[config.mk]
export PLATFORM = sky130hd
export DESIGN_NAME = byte_fifo_alert
export DESIGN_NICKNAME = d
export VERILOG_FILES = /design/src/rtl/bfa_pkg.sv /design/src/rtl/bfa_store.sv /design/src/rtl/bfa_alert.sv /design/src/rtl/bfa_regport.sv /design/src/rtl/byte_fifo_alert.sv
export SDC_FILE = /design/constraint.sdc
export NUM_CORES = 1
export LEC_CHECK = 0
export BUFFER_PORTS_ARGS = -buffer_cell sky130_fd_sc_hd__buf_2
export CORE_ASPECT_RATIO = 1.75
export CORE_MARGIN = 3
export CORE_UTILIZATION = 56
export DETAILED_ROUTE_END_ITERATION = 6
export PLACE_DENSITY = 0.76
export SYNTH_ARGS = -nofsm -noshare
export SYNTH_HDL_FRONTEND = slang
export SYNTH_SLANG_ARGS = --single-unit
[constraint.sdc]
create_clock -name clk -period 3.4 [get_ports clk]
set_input_delay 0.68 -clock clk [delete_from_list [all_inputs] [get_ports clk]]
set_output_delay 0.68 -clock clk [all_outputs]
set_load 0.01 [all_outputs]
[src/rtl/bfa_pkg.sv]
// Package: shared register addresses and field positions of the byte buffer.
// Assumes a two-bit host address and an eight-bit host data path.
package bfa_pkg;

    typedef enum logic [1:0] {
        REG_DATA  = 2'd0,
        REG_LEVEL = 2'd1,
        REG_WATER = 2'd2,
        REG_STAT  = 2'd3
    } reg_sel_e;

    localparam int unsigned HOST_DW     = 8;
    localparam int unsigned FLUSH_BIT   = 7;
    localparam int unsigned ST_LO_BIT   = 0;
    localparam int unsigned ST_HI_BIT   = 1;
    localparam int unsigned ST_OVF_BIT  = 2;
    localparam int unsigned ST_IRQL_BIT = 4;
    localparam int unsigned ST_IRQH_BIT = 5;

endpackage

[src/rtl/bfa_store.sv]
// Module: storage array, read/write pointers, occupancy count and sticky overflow.
// Assumes: flush outranks push and pop; a push into a full store is accepted
// only when a pop is accepted in the same cycle; a pop from empty does nothing.
module bfa_store #(
    parameter int unsigned DEPTH = 64,
    parameter int unsigned DW    = 8,
    localparam int unsigned PTR_W = $clog2(DEPTH),
    localparam int unsigned LVL_W = $clog2(DEPTH + 1)
) (
    input  logic             clk,
    input  logic             rst_n,
    input  logic             push,
    input  logic [DW-1:0]    push_data,
    input  logic             pop,
    input  logic             flush,
    output logic [DW-1:0]    head_data,
    output logic [LVL_W-1:0] level,
    output logic             overflow
);

    logic [DW-1:0]    mem [DEPTH];
    logic [PTR_W-1:0] wr_ptr, rd_ptr;
    logic [LVL_W-1:0] count;
    logic             full, empty, do_push, do_pop;

    assign full     = (count == LVL_W'(DEPTH));
    assign empty    = (count == '0);
    assign do_pop   = pop & ~empty & ~flush;
    assign do_push  = push & ~flush & (~full | do_pop);
    assign level    = count;
    assign head_data = empty ? '0 : mem[rd_ptr];

    // Store accepted bytes at the write pointer.
    always_ff @(posedge clk) begin
        if (do_push) mem[wr_ptr] <= push_data;
    end

    // Advance pointers and the count; flush returns all to zero.
    always_ff @(posedge clk) begin
        if (!rst_n || flush) begin
            wr_ptr <= '0;
            rd_ptr <= '0;
            count  <= '0;
        end else begin
            if (do_push) wr_ptr <= (wr_ptr == PTR_W'(DEPTH - 1)) ? '0 : wr_ptr + 1'b1;
            if (do_pop)  rd_ptr <= (rd_ptr == PTR_W'(DEPTH - 1)) ? '0 : rd_ptr + 1'b1;
            case ({do_push, do_pop})
                2'b10:   count <= count + 1'b1;
                2'b01:   count <= count - 1'b1;
                default: count <= count;
            endcase
        end
    end

    // Sticky overflow: set by a discarded push, cleared only by flush.
    always_ff @(posedge clk) begin
        if (!rst_n || flush)                   overflow <= 1'b0;
        else if (push && full && !do_pop)      overflow <= 1'b1;
    end

    assert_level_bound_R5: assert property (@(posedge clk) disable iff (!rst_n)
        count <= LVL_W'(DEPTH));
    assert_full_push_ovf_R5: assert property (@(posedge clk) disable iff (!rst_n)
        (push && full && !pop && !flush) |=> overflow);
    assert_ovf_sticky_R6: assert property (@(posedge clk) disable iff (!rst_n)
        $fell(overflow) |-> $past(flush));
    assert_flush_empty_R4: assert property (@(posedge clk) disable iff (!rst_n)
        flush |=> (level == '0));
    assert_empty_pop_R7: assert property (@(posedge clk) disable iff (!rst_n)
        (pop && empty && !push && !flush) |=> (level == '0));
    assert_pushpop_level_R10: assert property (@(posedge clk) disable iff (!rst_n)
        (push && pop && !empty && !flush) |=> (level == $past(level)));

endmodule

[src/rtl/bfa_alert.sv]
// Module: near-full / near-empty comparators and edge-set interrupt requests.
// Assumes: level never exceeds DEPTH; a set of a request outranks its clear.
module bfa_alert #(
    parameter int unsigned DEPTH = 64,
    localparam int unsigned LVL_W = $clog2(DEPTH + 1),
    localparam int unsigned WL_W  = $clog2(DEPTH)
) (
    input  logic             clk,
    input  logic             rst_n,
    input  logic [LVL_W-1:0] level,
    input  logic [WL_W-1:0]  water,
    input  logic             clr_lo,
    input  logic             clr_hi,
    output logic             alert_lo,
    output logic             alert_hi,
    output logic             irq_lo,
    output logic             irq_hi
);

    logic [LVL_W:0] free_cnt;
    logic           prev_lo, prev_hi;

    assign free_cnt = (LVL_W + 1)'(DEPTH) - {1'b0, level};
    assign alert_hi = (free_cnt <= (LVL_W + 1)'(water));
    assign alert_lo = ({1'b0, level} <= (LVL_W + 1)'(water));

    // Remember last cycle's warnings for edge detection (empty-store values at reset).
    always_ff @(posedge clk) begin
        if (!rst_n) begin
            prev_lo <= 1'b1;
            prev_hi <= 1'b0;
        end else begin
            prev_lo <= alert_lo;
            prev_hi <= alert_hi;
        end
    end

    // Requests: set on a rising warning, cleared by software write-one.
    always_ff @(posedge clk) begin
        if (!rst_n) begin
            irq_lo <= 1'b0;
            irq_hi <= 1'b0;
        end else begin
            if (alert_lo && !prev_lo) irq_lo <= 1'b1;
            else if (clr_lo)          irq_lo <= 1'b0;
            if (alert_hi && !prev_hi) irq_hi <= 1'b1;
            else if (clr_hi)          irq_hi <= 1'b0;
        end
    end

    assert_irq_hi_rise_R9: assert property (@(posedge clk) disable iff (!rst_n)
        $rose(irq_hi) |-> $past(alert_hi));
    assert_irq_lo_rise_R9: assert property (@(posedge clk) disable iff (!rst_n)
        $rose(irq_lo) |-> $past(alert_lo));
    assert_irq_lo_clear_R9: assert property (@(posedge clk) disable iff (!rst_n)
        $fell(irq_lo) |-> $past(clr_lo));
    assert_irq_hi_clear_R9: assert property (@(posedge clk) disable iff (!rst_n)
        $fell(irq_hi) |-> $past(clr_hi));

endmodule

[src/rtl/bfa_regport.sv]
// Module: host register window decode, water-level register and read mux.
// Assumes: one host access per cycle; data reads are combinational and pop at the edge.
module bfa_regport
    import bfa_pkg::*;
#(
    parameter int unsigned DEPTH    = 64,
    parameter int unsigned WL_RESET = 8,
    localparam int unsigned LVL_W = $clog2(DEPTH + 1),
    localparam int unsigned WL_W  = $clog2(DEPTH)
) (
    input  logic               clk,
    input  logic               rst_n,
    input  logic               host_we,
    input  logic               host_re,
    input  logic [1:0]         host_addr,
    input  logic [HOST_DW-1:0] host_wdata,
    output logic [HOST_DW-1:0] host_rdata,
    input  logic [HOST_DW-1:0] head_data,
    input  logic [LVL_W-1:0]   level,
    input  logic               alert_lo,
    input  logic               alert_hi,
    input  logic               overflow,
    input  logic               irq_lo,
    input  logic               irq_hi,
    output logic               host_push,
    output logic               host_pop,
    output logic               flush,
    output logic               clr_lo,
    output logic               clr_hi,
    output logic [WL_W-1:0]    water
);

    reg_sel_e sel;
    assign sel = reg_sel_e'(host_addr);

    assign host_push = host_we & (sel == REG_DATA);
    assign host_pop  = host_re & (sel == REG_DATA);
    assign flush     = host_we & (sel == REG_LEVEL) & host_wdata[FLUSH_BIT];
    assign clr_lo    = host_we & (sel == REG_STAT) & host_wdata[ST_IRQL_BIT];
    assign clr_hi    = host_we & (sel == REG_STAT) & host_wdata[ST_IRQH_BIT];

    // Water-level register.
    always_ff @(posedge clk) begin
        if (!rst_n)                              water <= WL_W'(WL_RESET);
        else if (host_we && sel == REG_WATER)    water <= host_wdata[WL_W-1:0];
    end

    // Read-back mux; the flush bit and unused bits read as zero.
    always_comb begin
        host_rdata = '0;
        case (sel)
            REG_DATA:  host_rdata = head_data;
            REG_LEVEL: host_rdata[FLUSH_BIT-1:0] = (FLUSH_BIT)'(level);
            REG_WATER: host_rdata = HOST_DW'(water);
            REG_STAT: begin
                host_rdata[ST_LO_BIT]   = alert_lo;
                host_rdata[ST_HI_BIT]   = alert_hi;
                host_rdata[ST_OVF_BIT]  = overflow;
                host_rdata[ST_IRQL_BIT] = irq_lo;
                host_rdata[ST_IRQH_BIT] = irq_hi;
            end
            default:   host_rdata = '0;
        endcase
    end

endmodule

[src/rtl/byte_fifo_alert.sv]
// Module: top of the byte buffer; merges host and engine strobes.
// Assumes: engine push byte wins over a host push in the same cycle;
// simultaneous host and engine pops consume a single byte.
module byte_fifo_alert
    import bfa_pkg::*;
#(
    parameter int unsigned DEPTH    = 64,
    parameter int unsigned WL_RESET = 8
) (
    input  logic       clk,
    input  logic       rst_n,
    input  logic       host_we,
    input  logic       host_re,
    input  logic [1:0] host_addr,
    input  logic [7:0] host_wdata,
    output logic [7:0] host_rdata,
    input  logic       eng_push,
    input  logic [7:0] eng_wdata,
    input  logic       eng_pop,
    output logic [7:0] eng_rdata,
    output logic       alert_lo,
    output logic       alert_hi,
    output logic       overflow,
    output logic       irq_lo,
    output logic       irq_hi
);

    localparam int unsigned LVL_W = $clog2(DEPTH + 1);
    localparam int unsigned WL_W  = $clog2(DEPTH);

    logic             host_push, host_pop, flush, clr_lo, clr_hi;
    logic [WL_W-1:0]  water;
    logic [LVL_W-1:0] level;
    logic [7:0]       head_data, push_data;
    logic             push, pop;

    assign push      = eng_push | host_push;
    assign push_data = eng_push ? eng_wdata : host_wdata;
    assign pop       = eng_pop | host_pop;
    assign eng_rdata = head_data;

    bfa_regport #(.DEPTH(DEPTH), .WL_RESET(WL_RESET)) u_regport (
        .clk(clk), .rst_n(rst_n),
        .host_we(host_we), .host_re(host_re), .host_addr(host_addr),
        .host_wdata(host_wdata), .host_rdata(host_rdata),
        .head_data(head_data), .level(level),
        .alert_lo(alert_lo), .alert_hi(alert_hi), .overflow(overflow),
        .irq_lo(irq_lo), .irq_hi(irq_hi),
        .host_push(host_push), .host_pop(host_pop), .flush(flush),
        .clr_lo(clr_lo), .clr_hi(clr_hi), .water(water)
    );

    bfa_store #(.DEPTH(DEPTH), .DW(8)) u_store (
        .clk(clk), .rst_n(rst_n),
        .push(push), .push_data(push_data), .pop(pop), .flush(flush),
        .head_data(head_data), .level(level), .overflow(overflow)
    );

    bfa_alert #(.DEPTH(DEPTH)) u_alert (
        .clk(clk), .rst_n(rst_n),
        .level(level), .water(water), .clr_lo(clr_lo), .clr_hi(clr_hi),
        .alert_lo(alert_lo), .alert_hi(alert_hi),
        .irq_lo(irq_lo), .irq_hi(irq_hi)
    );

endmodule

==> flow_summary.json <==
{
  "use_met1_pct": 30.77,
  "synthesis.instances": 1367,
  "finalWeightedCongestion": 0.9506,
  "cts-root-buf": "clkbuf_16",
  "grt_use_met2_pct": 49.04,
  "synth-xor-area-share_pct": 0.5052,
  "clock-sinks": 548,
  "initial_utilization_pct": 57.04,
  "fin_crit_ps": 3802,
  "worst_pin_slew_ps": 923.1,
  "ys_types": 62,
  "wirelength_mm": 60.09,
  "cp_max_fo": 8,
  "fin_area_um2": 27270,
  "synth_top_family_by_area": "multiplexers",
  "grt_max_degree": 65,
  "num_rows": 96,
  "grt.total_usage_pct": 27.74,
  "first_global_vias": 13790,
  "yosysWarningCount": 0,
  "core_area_um2": 39520,
  "startpoint_type": "flop",
  "total_power_mw": 18.63,
  "first_pass_iters": 6,
  "drive_above_1_share_pct": 31.32,
  "yosys.area.top_type": "edfxtp_1",
  "numCtsBuffers": 45,
  "end_kind": "output pin",
  "yosys.area_share.simple_pct": 4.791,
  "reg2reg_from": "u_store.level[4]$_SDFFE_PP0P_",
  "reg2reg_slack_ps": 100,
  "slew-limit-headroom_pct": 38.46,
  "port_buffers": 44,
  "required_ps": 2720,
  "areaGrowthSynthToFinish_pct": 20.98,
  "rsz0062_at_grt": "true",
  "drc": 0,
  "syn_area_um2": 22540,
  "dpl.hpwl_mm": 38.65,
  "netlist_top_cells_count": "edfxtp_1, mux2i_1, nor2_1",
  "clock_path_buffers": 3,
  "finalWorstSetupSlack_ps": -401.7,
  "ys.flop_type": "edfxtp_1",
  "slew_viol_final": 0,
  "h-tree-depth": 2,
  "synth_edf_count": 512,
  "min_from": "rst_n",
  "vdd_drop_max_mv": 0.4116,
  "worstHoldEndpoint": "u_alert.prev_lo$_SDFF_PN1_",
  "hold_buffers": 0,
  "fin_nets": 1654,
  "cellPowerDensity_nw_per_um2": 683.3,
  "synthesis.nets": 1412,
  "cap_violations": 0,
  "grt_overflow_total": 0,
  "place_area_um2": 24500,
  "top_usage_layer": "met2",
  "finalSetupViolations": 16,
  "cts_tree": "done",
  "hold_path_depth": 2,
  "synth_fa_ha_area_share_pct": 1.199,
  "wl_per_cell_um": 28.20,
  "leakagePower_nw": 8.932,
  "vias": 13610,
  "ant_nets": 0,
  "ios": 45,
  "fin_util_pct": 69.00,
  "critical_path_class": "flop to output pin",
  "die_width_um": 157.7,
  "synthTopCellsByArea": "edfxtp_1, mux2i_1, dfxtp_1",
  "die_y_um": 271.4,
  "synth_seq_cells": 548,
  "fin_crit_sh_pct": 111.8,
  "final.setup_skew_ps": 15.55,
  "gr-usage-met3_pct": 4.690,
  "die-area_um2": 42790,
  "syn_avg_cell_area_um2": 16.49,
  "synth_top_area_share_pct": 68.21,
  "clkTransAtPathRegs_ps": 70,
  "async_reset_ff_share_pct": 0,
  "grt_pass1_wl_mm": 86.53,
  "via_per_inst": 6.388,
  "grt_antenna_before_repair": 0,
  "violations": "setup timing",
  "worstRegToRegCells": 15,
  "yosysMostFrequentCell": "edfxtp_1",
  "hold_viol": 0,
  "clk_latency_ps": 570,
  "max_freq_mhz": 263.0,
  "initialDrtViolationCount": 1453,
  "n_fill_cell": 2362,
  "synth_compound_area_share_pct": 6.556,
  "ys_seq_area_share_pct": 71.41,
  "r2r_end": "u_store.level[6]$_SDFFE_PP0P_",
  "critical_path_arrival_ps": 3120,
  "antenna_cells": 0,
  "hp-class": "primary input to flop",
  "yosys-mux-area-fraction_pct": 12.97,
  "status": "finished with violations"
}
[metal layers]
layer  wire, um  up-vias
li1           -     5862
met1      19820     6812
met2      31820      722
met3       4264      216
met4       4181        0
met5          0        -
[cells by family (layout without fill, tap and decap cells)]
group                    after synthesis  count (layout)
buffers and inverters                 96             370
AND/OR/NAND/NOR                      225             225
flip-flops                           548             548
AO/OA/AOI/OAI                        215             215
multiplexers                         249             249
adder cells (fa/ha/maj)               21              21
XOR/XNOR                              13              13
[final cells by class]
type                            count  area [um^2]  share of cell area, %
Sequential cell                   548        16100                  59.06
Inverter                           19        71.32                 0.2615
Tap cell                          490        613.1                  2.248
Clock buffer                       54         1202                  4.409
Multi-Input combinational cell    723         6548                  24.01
Clock inverter                     25        249.0                 0.9131
Timing Repair Buffer              272         2481                  9.099
[how the worst max path moves through the flow]
| stage | from | endpoint | slack, ps |
|---|---|---|---|
| 3_5_place_dp | host_addr[1] | u_store.level[6]$_SDFFE_PP0P_ | -150 |
| 4_1_cts | flop | host_rdata[1] | -400 |
| 5_1_grt | flop | host_rdata[6] | -490 |
| 3_3_place_gp | flop | host_rdata[1] | -140 |
| 6_report | flop | host_rdata[1] | -400 |
| 2_1_floorplan | u_store.level[2]$_SDFFE_PP0P_ | u_store.level[6]$_SDFFE_PP0P_ | 30 |
[through the flow]
stage / hold slack, ps / worst slack [ps] / setup TNS (ps) / instances
3_5_place_dp: 481.2 / -152.6 / -365.0 / 2014
2_1_floorplan: 436.3 / 29.79 / 0 / 1367
5_1_grt: 350.4 / -489.1 / -5056 / 2131
6_report: 339.9 / -401.7 / -3978 / 2131
4_1_cts: 327.6 / -399.4 / -3851 / 2119
3_3_place_gp: 471.6 / -140.2 / -220.8 / 2014
[state kept, by name, indices dropped and copies added (netlist names), named ones only]
name	cells
u_store.mem	512
u_alert.irq_lo	1
u_store.level	7
u_alert.irq_hi	1
u_alert.prev_lo	1
u_alert.prev_hi	1
u_regport.water	6
u_store.overflow	1
u_store.wr_ptr	6
u_store.rd_ptr	6
[layout by cell type, fill, tap and decap left out, types with 15 or more instances in the layout]
| master | netlist | final |
|---|---|---|
| dfxtp_1 | 36 | 33 |
| nor2b_1 | 19 | 15 |
| a22oi_1 | 76 | 50 |
| clkbuf_16 | 0 | 47 |
| buf_6 | 19 | 23 |
| nor2_1 | 103 | 100 |
| nand3_1 | 16 | 16 |
| a21oi_2 | 0 | 22 |
| ha_1 | 20 | 19 |
| mux2i_1 | 193 | 188 |
| buf_2 | 21 | 38 |
| edfxtp_1 | 512 | 512 |
| inv_1 | 18 | 18 |
| a22oi_2 | 0 | 26 |
| a21oi_1 | 56 | 31 |
| mux2_2 | 24 | 20 |
| buf_4 | 9 | 175 |
| nand2_1 | 28 | 27 |
| mux4_2 | 32 | 32 |
| buf_12 | 1 | 22 |
[timing repair]
item / in CTS / in global routing
buffers inserted: 23 / 16
gates cloned: 6 / 0
pin swaps: 45 / 40
resized for setup: 137 / 57
endpoints found under the setup margin: 18 / 18
[worst max-delay path: stages, from the launching register on]
cell and delay [ps]:
dfxtp_4 370, buf_12 150, buf_12 140, mux2i_1 130
a22oi_1 210, buf_4 160, a21oi_2 120, or4_4 570
o22ai_4 160, nor3_2 70, a2111oi_2 270, buf_2 190
[power breakdown]
group,leakage [nW],switching (mW),total (mW),internal (mW)
sequential,4.90,0.0707,7.59,7.52
combinational,3.34,3.01,5.88,2.87
clock,0.696,2.32,5.16,2.84
total,8.93,5.40,18.6,13.2
No activity file was read; power rests on OpenSTA's default activity.
